**src/rtl/sicPkg.sv**
```systemverilog
package sicPkg;
  localparam int NWORD  = 3;
  localparam int ADDR_W = 2;
  localparam logic [ADDR_W-1:0] ADDR_SUM = 2'd0;

  typedef struct packed {
    logic [NWORD-1:0] clr;
    logic             promote;
    logic             stack;
  } sicStrobe_t;
endpackage

```
**src/rtl/sicGate.sv**
```systemverilog
module sicGate #(
  parameter int W = 8
) (
  input  logic         clk,
  input  logic         rstN,
  input  logic         fifoEmpty,
  input  logic [W-1:0] evt,
  output logic [W-1:0] post
);
  logic [W-1:0] heldQ;

  always_comb post = fifoEmpty ? (heldQ | evt) : '0;

  always_ff @(posedge clk or negedge rstN) begin
    if (!rstN)           heldQ <= '0;
    else if (fifoEmpty)  heldQ <= '0;
    else                 heldQ <= heldQ | evt;
  end
endmodule

```
**src/rtl/sicWord.sv**
```systemverilog
module sicWord #(
  parameter int           W       = 8,
  parameter logic [W-1:0] FATAL   = '0
) (
  input  logic         clk,
  input  logic         rstN,
  input  logic [W-1:0] evt,
  input  logic [W-1:0] en,
  input  logic         clr,
  input  logic         promote,
  input  logic         stack,
  output logic [W-1:0] lvl1,
  output logic         c1,
  output logic         i1
);
  logic [W-1:0] lvl1Q, lvl2Q, nLvl1, nLvl2, base1;
  logic c1Q, i1Q, c2Q, i2Q, nC1, nI1, nC2, nI2;
  logic qualCnt, qualIrq, baseC, baseI, l2Full;

  always_comb begin
    qualCnt = |(evt & (FATAL | en));
    qualIrq = |(evt & en);
    base1   = clr ? '0 : lvl1Q;
    baseC   = clr ? 1'b0 : c1Q;
    baseI   = clr ? 1'b0 : i1Q;
    l2Full  = (lvl2Q != '0);
    nLvl1 = base1; nC1 = baseC; nI1 = baseI;
    nLvl2 = lvl2Q; nC2 = c2Q;   nI2 = i2Q;
    if (promote) begin
      if (l2Full) begin
        nLvl1 = base1 | lvl2Q; nC1 = baseC | c2Q; nI1 = baseI | i2Q;
        nLvl2 = evt;           nC2 = qualCnt;     nI2 = qualIrq;
      end else begin
        nLvl1 = base1 | evt;   nC1 = baseC | qualCnt; nI1 = baseI | qualIrq;
      end
    end else if (stack) begin
      nLvl2 = lvl2Q | evt; nC2 = c2Q | qualCnt; nI2 = i2Q | qualIrq;
    end else begin
      nLvl1 = base1 | evt; nC1 = baseC | qualCnt; nI1 = baseI | qualIrq;
    end
  end

  always_ff @(posedge clk or negedge rstN) begin
    if (!rstN) begin
      lvl1Q <= '0; lvl2Q <= '0;
      c1Q <= 1'b0; i1Q <= 1'b0; c2Q <= 1'b0; i2Q <= 1'b0;
    end else begin
      lvl1Q <= nLvl1; lvl2Q <= nLvl2;
      c1Q <= nC1; i1Q <= nI1; c2Q <= nC2; i2Q <= nI2;
    end
  end

  assign lvl1 = lvl1Q;
  assign c1   = c1Q;
  assign i1   = i1Q;

  // while stacking without promotion, every arriving bit is kept in level 2
  a_r3_parked: assert property (@(posedge clk) disable iff (!rstN)
    (stack && !promote) |=> ((lvl2Q & $past(evt)) == $past(evt)));

  // visible bits persist until the word is cleared
  a_r8_keep: assert property (@(posedge clk) disable iff (!rstN)
    !clr |=> ((lvl1Q & $past(lvl1Q)) == $past(lvl1Q)));
endmodule

```
**src/rtl/sicData.sv**
```systemverilog
module sicData
  import sicPkg::*;
#(
  parameter int           W      = 8,
  parameter logic [W-1:0] FATAL0 = 8'hF0,
  parameter logic [W-1:0] FATAL1 = 8'h0F
) (
  input  logic                      clk,
  input  logic                      rstN,
  input  logic [W-1:0]              scsiEvt0,
  input  logic [W-1:0]              scsiEvt1,
  input  logic [W-1:0]              dmaEvt,
  input  logic [W-1:0]              scsiEn0,
  input  logic [W-1:0]              scsiEn1,
  input  logic [W-1:0]              dmaEn,
  input  logic                      fifoEmpty,
  input  sicStrobe_t                strobe,
  output logic [NWORD-1:0][W-1:0]   lvl1,
  output logic [NWORD-1:0]          c1,
  output logic [NWORD-1:0]          i1
);
  localparam int NSCSI = 2;
  localparam logic [NWORD-1:0][W-1:0] FATAL = {{W{1'b1}}, FATAL1, FATAL0};

  logic [NWORD-1:0][W-1:0] rawEvt, evt, en;

  assign rawEvt = {dmaEvt, scsiEvt1, scsiEvt0};
  assign en     = {dmaEn, scsiEn1, scsiEn0};

  genvar k;
  generate
    for (k = 0; k < NWORD; k++) begin : gWord
      if (k < NSCSI) begin : gGated
        sicGate #(.W(W)) uGate (
          .clk(clk), .rstN(rstN), .fifoEmpty(fifoEmpty),
          .evt(rawEvt[k]), .post(evt[k])
        );
      end else begin : gDirect
        assign evt[k] = rawEvt[k];
      end
      sicWord #(.W(W), .FATAL(FATAL[k])) uWord (
        .clk(clk), .rstN(rstN), .evt(evt[k]), .en(en[k]),
        .clr(strobe.clr[k]), .promote(strobe.promote), .stack(strobe.stack),
        .lvl1(lvl1[k]), .c1(c1[k]), .i1(i1[k])
      );
    end
  endgenerate

  // with the FIFO busy and no clear, SCSI status cannot change
  a_r10_fifo_hold: assert property (@(posedge clk) disable iff (!rstN)
    (!fifoEmpty && strobe.clr == '0 && !strobe.promote) |=>
      (lvl1[0] == $past(lvl1[0]) && lvl1[1] == $past(lvl1[1])));
endmodule

```
**src/rtl/sicCtrl.sv**
```systemverilog
module sicCtrl
  import sicPkg::*;
#(
  parameter int W        = 8,
  parameter int HOLD_CYC = 3
) (
  input  logic                    clk,
  input  logic                    rstN,
  input  logic                    rdEn,
  input  logic [ADDR_W-1:0]       rdAddr,
  input  logic [NWORD-1:0][W-1:0] lvl1,
  input  logic [NWORD-1:0]        c1,
  input  logic [NWORD-1:0]        i1,
  output sicStrobe_t              strobe,
  output logic [W-1:0]            rdData,
  output logic                    irqN
);
  localparam int HW = $clog2(HOLD_CYC + 1);

  logic          rdClr;
  logic [HW-1:0] holdCnt;
  logic          scsiPend, dmaPend;
  logic [W-1:0]  summary;

  always_comb begin
    rdClr = rdEn && (rdAddr != ADDR_SUM);
    for (int k = 0; k < NWORD; k++)
      strobe.clr[k] = rdClr && (rdAddr == ADDR_W'(k + 1));
    strobe.stack   = |c1;
    strobe.promote = rdClr && ((c1 & ~strobe.clr) == '0);
    scsiPend = c1[0] | c1[1];
    dmaPend  = c1[2];
    summary  = '0;
    summary[0] = dmaPend;
    summary[1] = scsiPend;
    rdData = (rdAddr == ADDR_SUM) ? summary : lvl1[rdAddr - 1'b1];
    irqN   = !((|i1) && (holdCnt == '0));
  end

  always_ff @(posedge clk or negedge rstN) begin
    if (!rstN)               holdCnt <= '0;
    else if (rdClr)          holdCnt <= HW'(HOLD_CYC);
    else if (holdCnt != '0)  holdCnt <= holdCnt - 1'b1;
  end

  // request inactive in the two clocks that follow a read-clear
  a_r6_gap1: assert property (@(posedge clk) disable iff (!rstN)
    rdClr |=> irqN);
  a_r6_gap2: assert property (@(posedge clk) disable iff (!rstN)
    $past(rdClr) |=> irqN);

  // an asserted request only leaves through a read-clear
  a_r9_sticky: assert property (@(posedge clk) disable iff (!rstN)
    (!irqN && !rdClr) |=> !irqN);

  // a summary read never alters pending state by itself
  a_r4_sum_quiet: assert property (@(posedge clk) disable iff (!rstN)
    (rdEn && rdAddr == ADDR_SUM) |-> (strobe.clr == '0 && !strobe.promote));
endmodule

```
**src/rtl/irq_stack_ctrl.sv**
```systemverilog
module irq_stack_ctrl
  import sicPkg::*;
#(
  parameter int           WORD_W   = 8,
  parameter int           HOLD_CYC = 3,
  parameter logic [WORD_W-1:0] FATAL0 = 8'hF0,
  parameter logic [WORD_W-1:0] FATAL1 = 8'h0F
) (
  input  logic              clk,
  input  logic              rstN,
  input  logic [WORD_W-1:0] scsiEvt0,
  input  logic [WORD_W-1:0] scsiEvt1,
  input  logic [WORD_W-1:0] dmaEvt,
  input  logic [WORD_W-1:0] scsiEn0,
  input  logic [WORD_W-1:0] scsiEn1,
  input  logic [WORD_W-1:0] dmaEn,
  input  logic              fifoEmpty,
  input  logic              rdEn,
  input  logic [1:0]        rdAddr,
  output logic [WORD_W-1:0] rdData,
  output logic              irqN
);
  sicStrobe_t                   strobe;
  logic [NWORD-1:0][WORD_W-1:0] lvl1;
  logic [NWORD-1:0]             c1, i1;

  sicData #(.W(WORD_W), .FATAL0(FATAL0), .FATAL1(FATAL1)) uData (
    .clk(clk), .rstN(rstN),
    .scsiEvt0(scsiEvt0), .scsiEvt1(scsiEvt1), .dmaEvt(dmaEvt),
    .scsiEn0(scsiEn0), .scsiEn1(scsiEn1), .dmaEn(dmaEn),
    .fifoEmpty(fifoEmpty), .strobe(strobe),
    .lvl1(lvl1), .c1(c1), .i1(i1)
  );

  sicCtrl #(.W(WORD_W), .HOLD_CYC(HOLD_CYC)) uCtrl (
    .clk(clk), .rstN(rstN), .rdEn(rdEn), .rdAddr(rdAddr),
    .lvl1(lvl1), .c1(c1), .i1(i1),
    .strobe(strobe), .rdData(rdData), .irqN(irqN)
  );
endmodule

```
**config.mk**
```make
export PLATFORM = sky130hd
export DESIGN_NAME = irq_stack_ctrl
export DESIGN_NICKNAME = d
export VERILOG_FILES = /design/src/rtl/sicPkg.sv /design/src/rtl/sicGate.sv /design/src/rtl/sicWord.sv /design/src/rtl/sicData.sv /design/src/rtl/sicCtrl.sv /design/src/rtl/irq_stack_ctrl.sv
export SDC_FILE = /design/constraint.sdc
export NUM_CORES = 1
export LEC_CHECK = 0
export BUFFER_PORTS_ARGS = -buffer_cell sky130_fd_sc_hd__buf_2
export CAP_MARGIN = 20
export CORE_MARGIN = 5
export CORE_UTILIZATION = 30
export CTS_BUF_LIST = sky130_fd_sc_hd__clkbuf_4 sky130_fd_sc_hd__clkbuf_8 sky130_fd_sc_hd__clkbuf_16
export DETAILED_ROUTE_END_ITERATION = 8
export PLACE_DENSITY = 0.52
export RECOVER_POWER = 50
export SLEW_MARGIN = 20
export SYNTH_ARGS = -nofsm -noshare
export SYNTH_HDL_FRONTEND = slang
export SYNTH_SLANG_ARGS = --single-unit
```
**constraint.sdc**
```tcl
create_clock -name clk -period 4.34 [get_ports clk]
set_input_delay 0.868 -clock clk [delete_from_list [all_inputs] [get_ports clk]]
set_output_delay 0.868 -clock clk [all_outputs]
set_load 0.03 [all_outputs]
```
==> reports/metrics.cfg <==
[synth]
netlist_instances = 374
synth_area_sq_mm = 0.003730
ys_ff_latch = 78
ys_seq_area_share_pct = 52.33
synth_edf_count = 0
yosysWarnings = 0
synthDistinctLibCells = 49
synth_ff_type = dfrtp_1
avgSynthCellArea_sq_um = 9.973
async_flop_share_pct = 100.0
synth_nets = 433

[die]
io_pins = 63
die_h_microns = 121.5
die_x_microns = 121.5
start_util_pct = 30.80
rows = 40
core-area_sq_mm = 0.01211
die_area_sq_mm = 0.01476

[final_layout]
syn2layout_area_growth_pct = 21.94
antenna_cells = 0
drive_above_1_share_pct = 21.90
utilization_pct = 37.55
nNetsFinal = 497
most-common-layout-cells = 78 x dfrtp_1, 60 x buf_2, 49 x nor2_1
final_common_cell = dfrtp_1

[sta]
fin_tns_setup_ps = 0
finalCriticalPeriod_ps = 3535
fin_skew_ps = 8.135
whs_ps = 499.3
min_period_over_period_pct = 81.45
rsz0062_at_grt = false
slew-limit-headroom_pct = -32.11
worst_slew_pin_slew_ps = 1982
max_clock_freq_mhz = 282.9
setup_viol = 0
hold_viol_final = 0
drv_slew = 79

[run]
maxCapViolations = 1

[power]
pwr-share-seq_pct = 42.9
p_leak_nw = 1.950
comb_power_share_pct = 26.4
p_int_w = 0.001781
powerDensity_mw_per_mm2 = 591.9
netSwitchingFraction_pct = 33.83
netSwitchingPower_w = 0.0009107
max-vdd-ir-drop_uv = 225.2
pwr-share-clk_pct = 30.7

[status]
status = complete, but fails checks
violations = capacitance limit, slew limit

[grt]
grt_pass1_wl_microns = 17100
grt_max_degree = 79
gr-total-overflow = 0
grt_pass1_vias = 3242
grt_antenna_before_repair = 0
grtUsageTotal_pct = 14.86

[detailed_routing]
wl_per_cell_microns = 16.96
dr.pass1.iters = 5
wl_microns = 10360
drtIter0Drc = 192
vias = 3128
ant_nets = 0
routed_via_density = 5.119
route.detailed.drc = 0

[clocking]
cts_sinks = 78
htree_levels = 3
clk_pin_slew_worst_paths_ps = 60
numCtsBuffers = 9
cts_setup_buffers = 0
cts_resized = 0
worst_skew_pair.late_latency_ps = 340
cts_hold_buf = 0
clockBufferDepth = 2
cts_tree = yes
cts-root-buf = clkbuf_16

[place]
portBuffers = 62
gp_congestion = 0.7862
hpwl_microns = 7664

[min_path]
hp-class = flop to flop

[setup_path]
arrival_ps = 2670
start_kind = input pin
critPathRequiredTime_ps = 3470
critPathKind = input pin to output pin
cp-end-kind = output pin
path_max_fanout = 9

[flip-flops by register name, indices dropped and copies added, names as in the netlist]
name                            cells
uData.gWord.uWord.i1                3
uData.gWord.uWord.c1                3
uData.gWord.uWord.c2Q               3
uData.gWord.uWord.lvl1             24
uCtrl.holdCnt                       2
uData.gWord.uWord.i2Q               3
uData.gWord.gGated.uGate.heldQ     16
uData.gWord.uWord.lvl2Q            24
[power by group through the flow]
stage                     Combinational (W)  Sequential [W]  Clock, W
final                              0.000711         0.00115  0.000826
after detailed placement           0.000718         0.00116         0
after CTS                          0.000721         0.00115  0.000846
after global placement             0.000704         0.00116         0
after floorplan                    0.000525         0.00108         0
after global routing               0.000805         0.00118  0.000881
[worst max-delay path, stage by stage]
cell and delay, ps:
buf_2 140, clkinv_1 210, ha_1 390, nor2b_1 420, a21oi_1 120, o21ai_0 250
buf_2 250
[metal layers]
metal	GRT usage, %	vias to the layer above	share of wire [%]
met5	0	-	0
li1	-	1513	-
met1	21.09	1539	49
met3	4.522	7	4.6
met4	3.221	0	0.89
met2	22.38	69	45
[stage by stage]
stage,std cells,setup WS [ps],instance area (sq um),total power [W]
finish,611,805.3,4548,0.002692
CTS,611,807.2,4552,0.002718
floorplan,374,580.3,3730,0.001607
global placement,595,865.5,4224,0.001864
detailed placement,595,773.6,4224,0.001878
global route,611,597.0,4548,0.002870
[synth_stat cells, types with 7 or more instances]
cell type  instances  area [sq um]
dfrtp_1           78          1952
o211ai_1           7         52.55
nand4_1            7         43.79
o21ai_1           11         55.05
o21ai_0           45         225.2
a22o_1            10         87.58
inv_1              8         30.03
mux2i_1            7         70.07
clkbuf_1          10         37.54
nand2_1           40         150.1
a21oi_1            9         45.04
nor2_1            49         183.9
a22oi_1           20         150.1
[path summary, 6_finish.rpt]
path                                                    from                                    to  slack (ps)  cells past startpoint
worst max-delay path                               rdAddr[0]                             rdData[0]         810                      7
worst min register to register  uData.gWord[0].uWord.lvl1[4]          uData.gWord[0].uWord.lvl1[4]         500                      2
worst min-delay path            uData.gWord[0].uWord.lvl1[4]          uData.gWord[0].uWord.lvl1[4]         500                      2
min in group asynchronous                               rstN          uData.gWord[2].uWord.lvl1[7]        1090                      1
worst max register to register       uData.gWord[2].uWord.c1         uData.gWord[1].uWord.lvl2Q[6]        2120                      4
max in group asynchronous                               rstN  uData.gWord[0].gGated.uGate.heldQ[7]        2080                      1
[cell families (layout without fill, tap and decap cells)]
group           Yosys count  in the layout  share of synthesized area [%]
compound gates          131            131                          24.62
simple gates            127            127                          16.07
flops                    78             78                          52.33
buf+inv                  24             93                          2.885
mux                       8              8                          2.181
fa+ha+maj                 5              5                          1.677
xor+xnor                  1              1                         0.2349
[cell type report]
cell class	count	area [sq um]
Tap cell	168	210.2
Multi-Input combinational cell	272	1670
Fill cell	1293	7564
Inverter	9	33.78
Clock buffer	11	246.5
Timing Repair Buffer	68	354.1
Sequential cell	78	1952
Clock inverter	5	81.33
Note: power is estimated with default switching activity, not from simulation.
